### config.mk
export PLATFORM = sky130hd
export DESIGN_NAME = adc_seq_ctrl
export DESIGN_NICKNAME = d
export VERILOG_FILES = /design/src/rtl/adc_seq_pkg.sv /design/src/rtl/adc_seq_timer.sv /design/src/rtl/adc_seq_idle.sv /design/src/rtl/adc_seq_result.sv /design/src/rtl/adc_seq_ctrl.sv
export SDC_FILE = /design/constraint.sdc
export NUM_CORES = 1
export LEC_CHECK = 0
export ABC_AREA = 1
export BUFFER_PORTS_ARGS = -buffer_cell sky130_fd_sc_hd__buf_2
export CAP_MARGIN = 20
export CORE_UTILIZATION = 58
export DETAILED_ROUTE_END_ITERATION = 10
export PLACE_DENSITY = 0.93
export SLEW_MARGIN = 20
export SYNTH_ARGS = -nofsm -noshare
export SYNTH_HDL_FRONTEND = slang
export SYNTH_SLANG_ARGS = --single-unit
### constraint.sdc
create_clock -name clk -period 2.9 [get_ports clk]
set_clock_uncertainty 0.15 [all_clocks]
set_input_delay 0.145 -clock clk [delete_from_list [all_inputs] [get_ports clk]]
set_output_delay 0.145 -clock clk [all_outputs]
set_load 0.02 [all_outputs]
### src/rtl/adc_seq_pkg.sv
package adc_seq_pkg;
  typedef enum logic [1:0] {
    ST_IDLE  = 2'd0,
    ST_WAKE  = 2'd1,
    ST_CONV  = 2'd2
  } seq_state_e;
endpackage

### src/rtl/adc_seq_timer.sv
module adc_seq_timer #(
  parameter int CNT_W   = 13,
  parameter int MAX_CNT = 5128
) (
  input  logic             clk,
  input  logic             rst_n,
  input  logic             clr,
  input  logic [CNT_W-1:0] target,
  output logic [CNT_W-1:0] cnt,
  output logic             last
);
  always_ff @(posedge clk) begin
    if (!rst_n || clr) cnt <= '0;
    else               cnt <= cnt + 1'b1;
  end

  assign last = (cnt == target);

  // the phase counter never runs past the longest phase
  a_r2_cnt_bound: assert property (@(posedge clk) disable iff (!rst_n)
    cnt <= CNT_W'(MAX_CNT));
endmodule

### src/rtl/adc_seq_idle.sv
module adc_seq_idle #(
  parameter int IDLE_CYCLES = 160,
  localparam int IW = $clog2(IDLE_CYCLES + 1)
) (
  input  logic clk,
  input  logic rst_n,
  input  logic idle,
  input  logic wake,
  output logic powered_down
);
  logic [IW-1:0] idle_cnt;
  logic          timeout;

  assign timeout = idle && !powered_down && (idle_cnt == IW'(IDLE_CYCLES - 1));

  always_ff @(posedge clk) begin
    if (!rst_n || !idle || wake) idle_cnt <= '0;
    else if (!powered_down)      idle_cnt <= idle_cnt + 1'b1;
  end

  always_ff @(posedge clk) begin
    if (!rst_n)       powered_down <= 1'b0;
    else if (wake)    powered_down <= 1'b0;
    else if (timeout) powered_down <= 1'b1;
  end

  // sleep persists until a wake request
  a_r7_pd_hold: assert property (@(posedge clk) disable iff (!rst_n)
    powered_down && !wake |=> powered_down);
  // the converter only sleeps while the sequencer is idle
  a_r6_pd_only_idle: assert property (@(posedge clk) disable iff (!rst_n)
    powered_down |-> idle);
endmodule

### src/rtl/adc_seq_result.sv
module adc_seq_result #(
  parameter int SAMPLE_W = 13,
  parameter int REG_W    = 8,
  localparam int LO_BITS = SAMPLE_W - REG_W,
  localparam int PAD     = 2 * REG_W - SAMPLE_W
) (
  input  logic                clk,
  input  logic                rst_n,
  input  logic                capture,
  input  logic [SAMPLE_W-1:0] sample,
  output logic [REG_W-1:0]    data_hi,
  output logic [REG_W-1:0]    data_lo,
  output logic                irq
);
  always_ff @(posedge clk) begin
    if (!rst_n) begin
      data_hi <= '0;
      data_lo <= '0;
      irq     <= 1'b0;
    end else begin
      irq <= capture;
      if (capture) begin
        data_hi <= sample[SAMPLE_W-1:LO_BITS];
        data_lo <= {sample[LO_BITS-1:0], {PAD{1'b0}}};
      end
    end
  end

  // completion request is a single-cycle pulse
  a_r5_irq_pulse: assert property (@(posedge clk) disable iff (!rst_n)
    irq |=> !irq);
endmodule

### src/rtl/adc_seq_ctrl.sv
module adc_seq_ctrl #(
  parameter int CONV_CYCLES = 5129,
  parameter int WAKE_CYCLES = 40,
  parameter int IDLE_CYCLES = 160,
  parameter int SAMPLE_W    = 13,
  parameter int REG_W       = 8,
  localparam int CNT_W = $clog2(CONV_CYCLES + WAKE_CYCLES + 1)
) (
  input  logic                clk,
  input  logic                rst_n,
  input  logic                wr_en,
  input  logic                wr_start,
  input  logic                wr_cont,
  input  logic [SAMPLE_W-1:0] sample_i,
  output logic                busy,
  output logic [REG_W-1:0]    data_hi,
  output logic [REG_W-1:0]    data_lo,
  output logic                irq,
  output logic                powered_down
);
  import adc_seq_pkg::*;

  seq_state_e       state_q, state_d;
  logic             repeat_q, repeat_d;
  logic             start_req, stop_req, wake_req;
  logic             tmr_clr, tmr_last, complete;
  logic [CNT_W-1:0] tmr_cnt, tmr_target;

  assign start_req = wr_en && wr_start;
  assign stop_req  = wr_en && !wr_start;
  assign wake_req  = (state_q == ST_IDLE) && start_req;
  assign complete  = (state_q == ST_CONV) && tmr_last;
  assign busy      = (state_q != ST_IDLE);

  assign tmr_target = (state_q == ST_WAKE) ? CNT_W'(WAKE_CYCLES - 1)
                                           : CNT_W'(CONV_CYCLES - 1);
  assign tmr_clr    = (state_q == ST_IDLE) || tmr_last;

  always_comb begin
    state_d  = state_q;
    repeat_d = repeat_q;
    unique case (state_q)
      ST_IDLE: if (start_req) begin
        state_d  = powered_down ? ST_WAKE : ST_CONV;
        repeat_d = wr_cont;
      end
      ST_WAKE: begin
        if (stop_req) repeat_d = 1'b0;
        if (tmr_last) state_d = ST_CONV;
      end
      ST_CONV: begin
        if (stop_req) repeat_d = 1'b0;
        if (tmr_last && !(repeat_q && !stop_req)) state_d = ST_IDLE;
      end
      default: state_d = ST_IDLE;
    endcase
  end

  always_ff @(posedge clk) begin
    if (!rst_n) begin
      state_q  <= ST_IDLE;
      repeat_q <= 1'b0;
    end else begin
      state_q  <= state_d;
      repeat_q <= repeat_d;
    end
  end

  adc_seq_timer #(.CNT_W(CNT_W), .MAX_CNT(CONV_CYCLES - 1)) timer_i (
    .clk(clk), .rst_n(rst_n), .clr(tmr_clr), .target(tmr_target),
    .cnt(tmr_cnt), .last(tmr_last)
  );

  adc_seq_idle #(.IDLE_CYCLES(IDLE_CYCLES)) idle_i (
    .clk(clk), .rst_n(rst_n), .idle(state_q == ST_IDLE), .wake(wake_req),
    .powered_down(powered_down)
  );

  adc_seq_result #(.SAMPLE_W(SAMPLE_W), .REG_W(REG_W)) result_i (
    .clk(clk), .rst_n(rst_n), .capture(complete), .sample(sample_i),
    .data_hi(data_hi), .data_lo(data_lo), .irq(irq)
  );

  // a start from idle raises the start-bit readback
  a_r1_start_sets_busy: assert property (@(posedge clk) disable iff (!rst_n)
    !busy && start_req |=> busy);
  // a repeated start mid-conversion does not reset the cycle count
  a_r10_no_restart: assert property (@(posedge clk) disable iff (!rst_n)
    (state_q == ST_CONV) && start_req && !tmr_last |=> tmr_cnt == $past(tmr_cnt) + 1'b1);
  // a continuous run rolls straight into the next conversion
  a_r8_back_to_back: assert property (@(posedge clk) disable iff (!rst_n)
    complete && repeat_q && !stop_req |=> (state_q == ST_CONV) && (tmr_cnt == '0));
  // never asleep while converting
  a_r6_not_busy_asleep: assert property (@(posedge clk) disable iff (!rst_n)
    powered_down |-> !busy);
endmodule

==> impl_metrics.toml, run 1 <==
[logic_synthesis]
synthCells = 238
synth_top_area_share_pct = 43.2
synth.ff_latch_count = 39
synth_largest_area_cell = "dfxtp_1"
synth_seq_area_share_pct = 43.2
ys_warn_count = 0
yosys-top-cells-area = "dfxtp_1, nor2_1, nand2_1"
syn_area_um2 = 1810
synth.avg_cell_area_um2 = 7.59
yosys.cell_types.count = 33

[setup_path]
setup.worst_path.start_class = "flip-flop"
required_ns = 3.03
max_stage_delay_ns = 0.40
ff2ff_path_depth = 9
path_class = "flip-flop to flip-flop"
path_max_fanout = 15
crit_arrival_ns = 2.17
crit_slowest_cell = "dfxtp_1"
critPathCaptureType = "flip-flop"
cp_common_cell = "nor2_1"
path_cells = "inv_1 > ha_1 > inv_2 > o21ai_1 > nor2_2 > nand4_4 > clkinv_2 > nor2_1 > nor2_1"

[pwr]
p_clk_share_pct = 21.1
ir_worst_vdd_mv = 0.461
p_switching_uw = 486
switching_share_pct = 36.4
power_density_nw_per_um2 = 613
p_leak_uw = 0.000910
sequentialPowerShare_pct = 47.7
p_int_uw = 851
power_frac_comb_pct = 31.2

[routing]
first_pass_iters = 5
drc = 0
wl_um = 4480
wire_per_inst_um = 14.1
num_vias = 1786
drt_iter0_markers = 175
vias_per_cell = 5.60
drtAntennaViolNets = 0

[die]
start_util_pct = 63.3
core_area_um2 = 2850
die_h_um = 57.8
io-pin-count = 37
num_rows = 19
die_w_um = 57.8
die_area_um2 = 3340

[global_route]
grt_pass1_vias = 1709
gr-usage-all-layers_pct = 28.4
grt_pass1_wl_um = 7120
gr-total-overflow = 0
antenna_found_initial = 0
grt_max_degree = 20

[clocking]
cts_setup_buffers = 0
cts.sinks = 39
htreeDepth = 2
numCtsBuffers = 5
clock_path_buffers = 2
cts_resized = 0
cts_tree = "done"
clkLatencyLatePin_ns = 0.34
clkTransAtPathRegs_ns = 0.11
cts-root-buf = "clkbuf_4"

[sta]
hold_viol_final = 0
slew_violations = 0
rsz0062_at_grt = "no"
fmax_mhz = 490
period_needed_ns = 2.04
fin_ws_ns = 0.861
period_share_pct = 70.3
tns_ns = 0
finalSetupViolations = 0

[layout]
fin_cells = 319
fin_nets = 311
final_area_um2 = 2180
final_common_cell = "nor2_1"
final_cell_mix = "nor2_1, dfxtp_1, nand2_1"
drive_gt1_share_pct = 19.4
syn_to_final_growth_pct = 20.9
antenna_cells = 0

[worst_hold_path]
holdPathStages = 3
hp-class = "primary input to flip-flop"

[place]
pre_cts_ws_ns = 0.991
port_buffers = 33
gp_congestion = 0.876
dp.cells = 296
post_dp_cell_area_um2 = 1970
hpwl_um = 2810

[run_status]
status = "finished, final reports clean"

[job]
maxCapViolCount = 0
through the flow:
| step | utilization (%) | total power, µW | hold WS (ns) |
|---|---|---|---|
| floorplan | - | 926 | 0.144 |
| global placement | 68.9 | 1000 | 0.232 |
| detailed placement | 68.9 | 1020 | 0.239 |
| CTS | 76.5 | 1310 | 0.0225 |
| global route | 76.5 | 1410 | 0.0173 |
| finish | 76.5 | 1340 | 0.0288 |
path summary, 6_finish.rpt:
path                   start                   to  slack, ns
min reg2reg  timer_i.cnt[12]      timer_i.cnt[12]       0.33
max               state_q[1]  result_i.data_hi[1]       0.86
max reg2reg       state_q[1]  result_i.data_hi[1]       0.86
min                    rst_n           state_q[0]       0.03
worst max-delay path: cells and delay by family (launching register included):
family	cells	cell delay (ns)
simple gates	4	0.71
buf+inv	3	0.41
flops	1	0.40
fa+ha+maj	1	0.23
compound gates	1	0.07
routing by layer:
layer | GRT usage, % | share of wire (%) | vias to the layer above
li1 | - | - | 869
met1 | 28.1 | 39 | 818
met2 | 51.8 | 51 | 74
met3 | 7.37 | 5.6 | 25
met4 | 19.0 | 4.8 | 0
met5 | 0 | 0 | -
Yosys cell counts:
library cell	instances
nor2_2	1
xnor2_1	2
nand2_1	37
o21bai_4	1
nor4_1	2
a41oi_1	1
nor3_2	3
or2_0	1
buf_4	3
nor3b_1	2
nand4_4	1
dfxtp_1	39
buf_2	2
buf_6	1
o21ai_1	11
nand4_2	1
nand4_1	6
nand3_1	7
o21ai_0	8
nand3_2	3
conb_1	1
xor2_1	3
clkinv_2	1
inv_1	23
a21oi_2	1
a311oi_1	1
nor2_1	45
nor3_1	3
inv_2	3
or2_2	1
ha_1	5
clkbuf_1	2
a21oi_1	17
timing repair:
item | 4_1_cts | 5_1_grt
hold buffers | 16 | 0
setup endpoints to repair | 0 | 0
hold endpoints to repair | 15 | 0
power groups by stage:
stage	registers (µW)	logic, µW	clock network (µW)
after global placement	643	359	0
after floorplan	666	260	0
after global routing	645	449	318
final	638	417	282
after CTS	632	395	281
after detailed placement	644	375	0
cells by family (layout without fill, tap and decap cells):
| group | after synthesis | in the layout | synth area share [%] |
|---|---|---|---|
| adder cells (fa/ha/maj) | 5 | 5 | 3.47 |
| AND/OR/NAND/NOR | 113 | 113 | 29.7 |
| XOR/XNOR | 5 | 5 | 2.43 |
| buffers and inverters | 35 | 83 | 8.52 |
| other | 1 | 3 | 0.208 |
| flip-flops | 39 | 39 | 43.2 |
| AO/OA/AOI/OAI | 40 | 40 | 12.5 |
sequential cells by signal, indices dropped and copies added (netlist names):
register / count
idle_i.idle_cnt: 8
idle_i.powered_down: 1
repeat_q: 1
result_i.data_hi: 8
result_i.data_lo: 5
result_i.irq: 1
state_q: 2
timer_i.cnt: 13
cell type report:
class	instances	area (µm²)
clock buffer	6	51.3
tap	31	38.8
multi-input combinational	166	878
timing repair buffer	49	325
clock inverter	1	5.00
inverter	27	103
sequential	39	781
fill	194	671
No activity file was read; power rests on OpenSTA's default activity.
==> run 2: changes to the inputs <==
- ABC_AREA: 1 -> 0
- CORE_UTILIZATION: 58 -> 48
- PLACE_DENSITY: 0.93 -> 0.83
- clock period: 2.9 -> 1.7 ns (I/O delays scaled with it)
==> run 2 against run 1 <==
  * Cell area grew 17%
  * Largest power group unchanged
  * Critical endpoint is now result_i.data_hi[5]
  * Sequential power grew 48%
  * The run now ends with setup timing left
  * Register-to-register slack lost 1.4 ns
  * Sequential share of layout area shrank 5.2 points
  * Total power grew 51%
  * Critical path depth is the same
  * Global-route usage shrank 4.7 points
  * Synthesized area shrank 0.97%
  * Cell count grew 1.6%
  * Maximum frequency shrank 7.6%
  * Worst setup slack lost 1.4 ns
  * Utilization shrank 2.2 points
==> impl_metrics.toml, run 2 <==
[setup_path]
path_delay_family = "simple AND/OR/NAND/NOR gates"
path_max_fanout = 7
setup.worst_path.start_class = "flip-flop"
crit_arrival_ns = 2.28
critPathCaptureType = "flip-flop"
max_stage_delay_ns = 0.46
path_class = "flip-flop to flip-flop"
cp_num_buf_inv = 3
required_ns = 1.78
crit_slowest_cell = "or4_4"
path_cells = "inv_2 > ha_4 > or2b_1 > or4_4 > a211oi_4 > buf_6 > buf_12 > nand3_1 > o21ai_1"

[pwr]
finalPower_uw = 2020
p_leak_uw = 0.00108
power_density_nw_per_um2 = 790
ir_worst_vdd_mv = 0.492

[sta]
finalSetupViolations = 29
period_share_pct = 130
period_needed_ns = 2.21
slew_violations = 0
fin_ws_ns = -0.506
fmax_mhz = 453
worst_pin_slew_ns = 0.506
max_slew_margin_pct = 65.9
rsz0062_at_grt = "yes"
hold_viol_final = 0

[place]
post_dp_cell_area_um2 = 2120
gp_congestion = 0.815
hpwl_um = 2390
port_buffers = 33

[layout]
antenna_cells = 0
final_common_cell = "dfxtp_1"
reg_top3 = "timer_i.cnt x13, idle_i.idle_cnt x8, result_i.data_hi x8"
largest_reg_flops = 13
syn_to_final_growth_pct = 43.1
fin_nets = 300
drive_gt1_share_pct = 38.1
final_area_um2 = 2560
regMostFlops = "timer_i.cnt"
final_cell_mix = "dfxtp_1, buf_2, nand2_1"

[logic_synthesis]
ys_warn_count = 0
synth_top_family_by_area = "simple AND/OR/NAND/NOR gates"
synth_edf_count = 0
synthAdderAreaFrac_pct = 3.50
synth.avg_cell_area_um2 = 8.81
synthCells = 203
yosys-top-cells-area = "dfxtp_1, nand3_1, nor2_1"
synth.ff_latch_count = 39
synth_largest_area_cell = "dfxtp_1"
syn_area_um2 = 1790
ys.flop_type = "dfxtp_1"
synth_xor_area_share_pct = 8.33
synth_seq_area_share_pct = 43.7
async_flop_share_pct = 0
synth_top_area_share_pct = 43.7
synth_compound_area_share_pct = 10.4
synth-simple-area-share_pct = 26.1
yosys.cell_types.count = 41
synthTopCellsByCount = "dfxtp_1, nor2_1, nand2_1"
synth.most_common_cell = "dfxtp_1"
synth.area.mux_share_pct = 1.12

[job]
maxCapViolCount = 0

[clocking]
clkLatencyLatePin_ns = 0.31
clock_path_buffers = 2
cts-root-buf = "clkbuf_8"
cts_tree = "done"
numCtsBuffers = 5
clkTransAtPathRegs_ns = 0.08
htreeDepth = 2
cts.sinks = 39

[routing]
num_vias = 1677
drc = 0
drtAntennaViolNets = 0
wl_um = 4860
wire_per_inst_um = 15.0
vias_per_cell = 5.18
first_pass_iters = 4
drt_iter0_markers = 119

[global_route]
grt_max_degree = 34
antenna_found_initial = 0
grt_pass1_vias = 1588
gr-total-overflow = 0
grt_pass1_wl_um = 7170
gr-usage-all-layers_pct = 23.7

[die]
die_w_um = 63.0
io-pin-count = 37
num_rows = 21
core_area_um2 = 3440
die_h_um = 63.0
start_util_pct = 51.9
die_area_um2 = 3970

[worst_hold_path]
hp-class = "primary input to flip-flop"

[run_status]
failed_checks = "setup timing"
status = "finished, violations left"
-- run 2: cell types whose count changed in the layout (fill, tap and decap cells not counted), sizes merged, moves of 8 or more --
| cell | before | now |
|---|---|---|
| nand4 | 8 | 0 |
| nand3 | 10 | 25 |
| buf | 33 | 61 |
| a21oi | 18 | 5 |
| nor2 | 46 | 27 |
| nand2 | 37 | 26 |
| inv | 26 | 6 |
-- run 2: cell type report --
type,count,area (µm²)
Multi-Input combinational cell,149,1000
Fill cell,226,883
Sequential cell,39,783
Timing Repair Buffer,76,576
Clock buffer,6,82.6
Tap cell,46,57.6
Clock inverter,2,35.0
Inverter,6,22.5
-- run 2: final timing paths --
check	cells past startpoint	end	from	slack, ns
worst max-delay path	9	result_i.data_hi[5]	state_q[1]	-0.51
worst min-delay path	4	idle_i.powered_down	wr_start	0.009
worst max register to register	9	result_i.data_hi[5]	state_q[1]	-0.51
worst min register to register	2	result_i.data_hi[0]	result_i.data_hi[0]	0.30
-- run 2: power breakdown --
part	switching [µW]	total (µW)	leakage (µW)	internal, µW
logic	136	267	0.000701	130
clock network	338	813	0.0000612	475
registers	12.6	942	0.000316	929
total	487	2020	0.00108	1530
-- run 2: what timing repair did --
action / CTS / global route
setup buffers: 3 / 3
hold buffers: 13 / 0
endpoints found under the hold margin: 13 / 0
resized for setup: 11 / 11
setup endpoints to repair: 31 / 31
pin swaps: 12 / 7
cloned: 1 / 2
-- run 2: stage by stage --
stage	hold slack [ns]	worst slack, ns	setup TNS, ns	utilization (%)	instances
CTS	0.0139	-0.383	-9.02	71.3	319
finish	0.00863	-0.506	-10.73	74.3	324
floorplan	0.0560	-0.358	-8.60	-	205
detailed placement	0.157	-0.393	-10.33	61.7	294
global route	0.0466	-0.547	-12.10	74.3	324
global placement	0.150	-0.320	-8.54	61.7	294
-- run 2: cell families after synthesis --
group           count (synthesis)
other cells                     1
mux                             2
compound gates                 25
buf+inv                        18
fa+ha+maj                       5
xor+xnor                       17
simple gates                   96
flops                          39
-- run 2: layer usage --
metal | track usage, % | vias up | share of wire [%] | wire, µm
met4 | 13.7 | 0 | 2.3 | 112
met5 | 0 | - | 0 | 0
met2 | 39.7 | 49 | 50 | 2450
li1 | - | 823 | - | -
met1 | 26.3 | 796 | 43 | 2070
met3 | 7.30 | 9 | 4.8 | 233
-- run 2: tightest hold or removal path: stages --
cell and delay, ns:
buf_2 0.10, nand3_1 0.12, nand2_1 0.09, nor2_1 0.04
==> run 3: changes to the inputs <==
- CORE_MARGIN: default -> 2
- CORE_UTILIZATION: 48 -> 53
- PLACE_DENSITY: 0.83 -> 0.87
- clock period: 1.7 -> 2.3 ns (I/O delays scaled with it)
==> run 3 against run 2 <==
  * The run still ends with setup timing left
  * Cell count down 6.5%
  * Sequential share of layout area increased by 4.4 points
  * Largest power group unchanged
  * Via count is 4.1% lower
  * Clock power fell by 58%
  * Worst hold slack gained 0.10 ns
  * Sequential power shrank 26%
  * Worst setup slack improved by 0.45 ns
  * Critical path type unchanged
  * Utilization is 6.3 points lower
  * First-iteration DRC count down 21%
  * Non-clock buffer count down 20
  * Sequential cell count is the same
==> impl_metrics.toml, run 3 (synthesis gave the netlist of run 2 again) <==
[setup_path]
path_class = "flip-flop to flip-flop"
critPathLaunch = "state_q[0]"
cp_num_cells = 6
critPathCaptureType = "flip-flop"
crit_end = "repeat_q"
setup.worst_path.start_class = "flip-flop"
crit_slowest_cell = "dlygate4sd3_1"
required_ns = 2.40
crit_arrival_ns = 2.45
ff2ff_path_depth = 6
ff2ff_setup_slack_ns = -0.05
r2r-end = "repeat_q"
r2r-start = "state_q[0]"
path_max_fanout = 8
cp_num_buf_inv = 2
path_delay_family = "buffers and inverters"
path_cells = "inv_1 > ha_1 > nand3_1 > o311ai_0 > a21oi_1 > dlygate4sd3_1"
max_stage_delay_ns = 0.58

[routing]
wl_um = 4290
wire_per_inst_um = 14.1
first_pass_iters = 4
drt_iter0_markers = 94
drc = 0
num_vias = 1608
drtAntennaViolNets = 0
vias_per_cell = 5.31

[layout]
fillers = 219
fin_nets = 279
largest_reg_flops = 13
reg_top3 = "timer_i.cnt x13, idle_i.idle_cnt x8, result_i.data_hi x8"
final_area_um2 = 2240
antenna_cells = 0
fin_util_pct = 68.1
syn_to_final_growth_pct = 25.1
final_common_cell = "dfxtp_1"
final_cell_mix = "dfxtp_1, buf_2, nor2_1"
regMostFlops = "timer_i.cnt"
drive_gt1_share_pct = 24.1

[die]
core_area_um2 = 3280
start_util_pct = 54.4
die_area_um2 = 3850
die_h_um = 62.1
die_w_um = 62.1
io-pin-count = 37
num_rows = 21

[sta]
period_needed_ns = 2.35
period_share_pct = 102
hold_viol_final = 0
holdWs_ns = 0.109
finalSetupViolations = 1
slew_violations = 0
fmax_mhz = 425
tns_ns = -0.0540
fin_ws_ns = -0.0540

[clocking]
cts.sinks = 39
cts-root-buf = "clkbuf_4"
clkLatencyLatePin_ns = 0.36
clkTransAtPathRegs_ns = 0.13
cts_tree = "done"
htreeDepth = 2
numCtsBuffers = 5
clock_path_buffers = 2

[global_route]
grt_pass1_vias = 1309
grt_max_degree = 34
gr-usage-all-layers_pct = 19.8
antenna_found_initial = 0
gr-total-overflow = 0
grt_pass1_wl_um = 5460

[run_status]
status = "finished, violations left"
failed_checks = "setup timing"

[place]
hpwl_um = 2230
post_dp_cell_area_um2 = 1950
port_buffers = 33
gp_congestion = 0.808

[pwr]
ir_worst_vdd_mv = 0.231
power_density_nw_per_um2 = 534
finalPower_uw = 1190
p_leak_uw = 0.000916

[worst_hold_path]
hp-class = "primary input to flip-flop"
holdPathStages = 3

[job]
maxCapViolCount = 0
## run 3: layout make-up
cell class / instances / area (µm²) / share of cell area (%)
multi-input combinational: 148 / 910 / 40.7
clock buffer: 7 / 45.0 / 2.01
timing repair buffer: 56 / 414 / 18.5
inverter: 6 / 22.5 / 1.01
clock inverter: 1 / 5.00 / 0.224
tap: 46 / 57.6 / 2.57
sequential: 39 / 782 / 35.0
## run 3: per-stage QoR
| step | std cells | setup slack (ns) |
|---|---|---|
| finish | 303 | -0.0540 |
| global route | 303 | -0.0531 |
| CTS | 299 | 0.0455 |
| detailed placement | 274 | 0.0710 |
| global placement | 274 | 0.148 |
| floorplan | 205 | 0.176 |
## run 3: report_power, final
part           internal, µW  leakage, µW  switching, µW  total [µW]
registers               687     0.000315           12.2         699
logic                  67.4     0.000572           83.9         151
clock network           119    0.0000293            225         344
total                   873     0.000916            321        1190
## run 3: layer usage
metal	GRT usage [%]	share of wire (%)
met1	21.4	42
met2	33.5	51
met3	6.00	4.3
met4	12.5	3.1
met5	0	0
## run 3: worst min path at each step
stage	startpoint	to	slack, ns
2_1_floorplan	sample_i[5]	result_i.data_hi[0]	0.1
3_3_place_gp	sample_i[4]	result_i.data_lo[7]	0.19
3_5_place_dp	sample_i[2]	result_i.data_lo[5]	0.19
4_1_cts	rst_n	idle_i.powered_down	0.1
5_1_grt	rst_n	state_q[1]	0.11
6_report	rst_n	state_q[1]	0.11
## run 3: worst reg2reg max path: stages (launching register included)
cell,delay (ns)
dfxtp_2,0.38
inv_1,0.10
ha_1,0.35
nand3_1,0.19
o311ai_0,0.42
a21oi_1,0.08
dlygate4sd3_1,0.58
## run 3: repair_timing
item,CTS,global route
gates resized for setup,0,5
endpoints found under the setup margin,0,27
hold buffers,17,0
buffers inserted,0,2
hold endpoints to repair,15,0
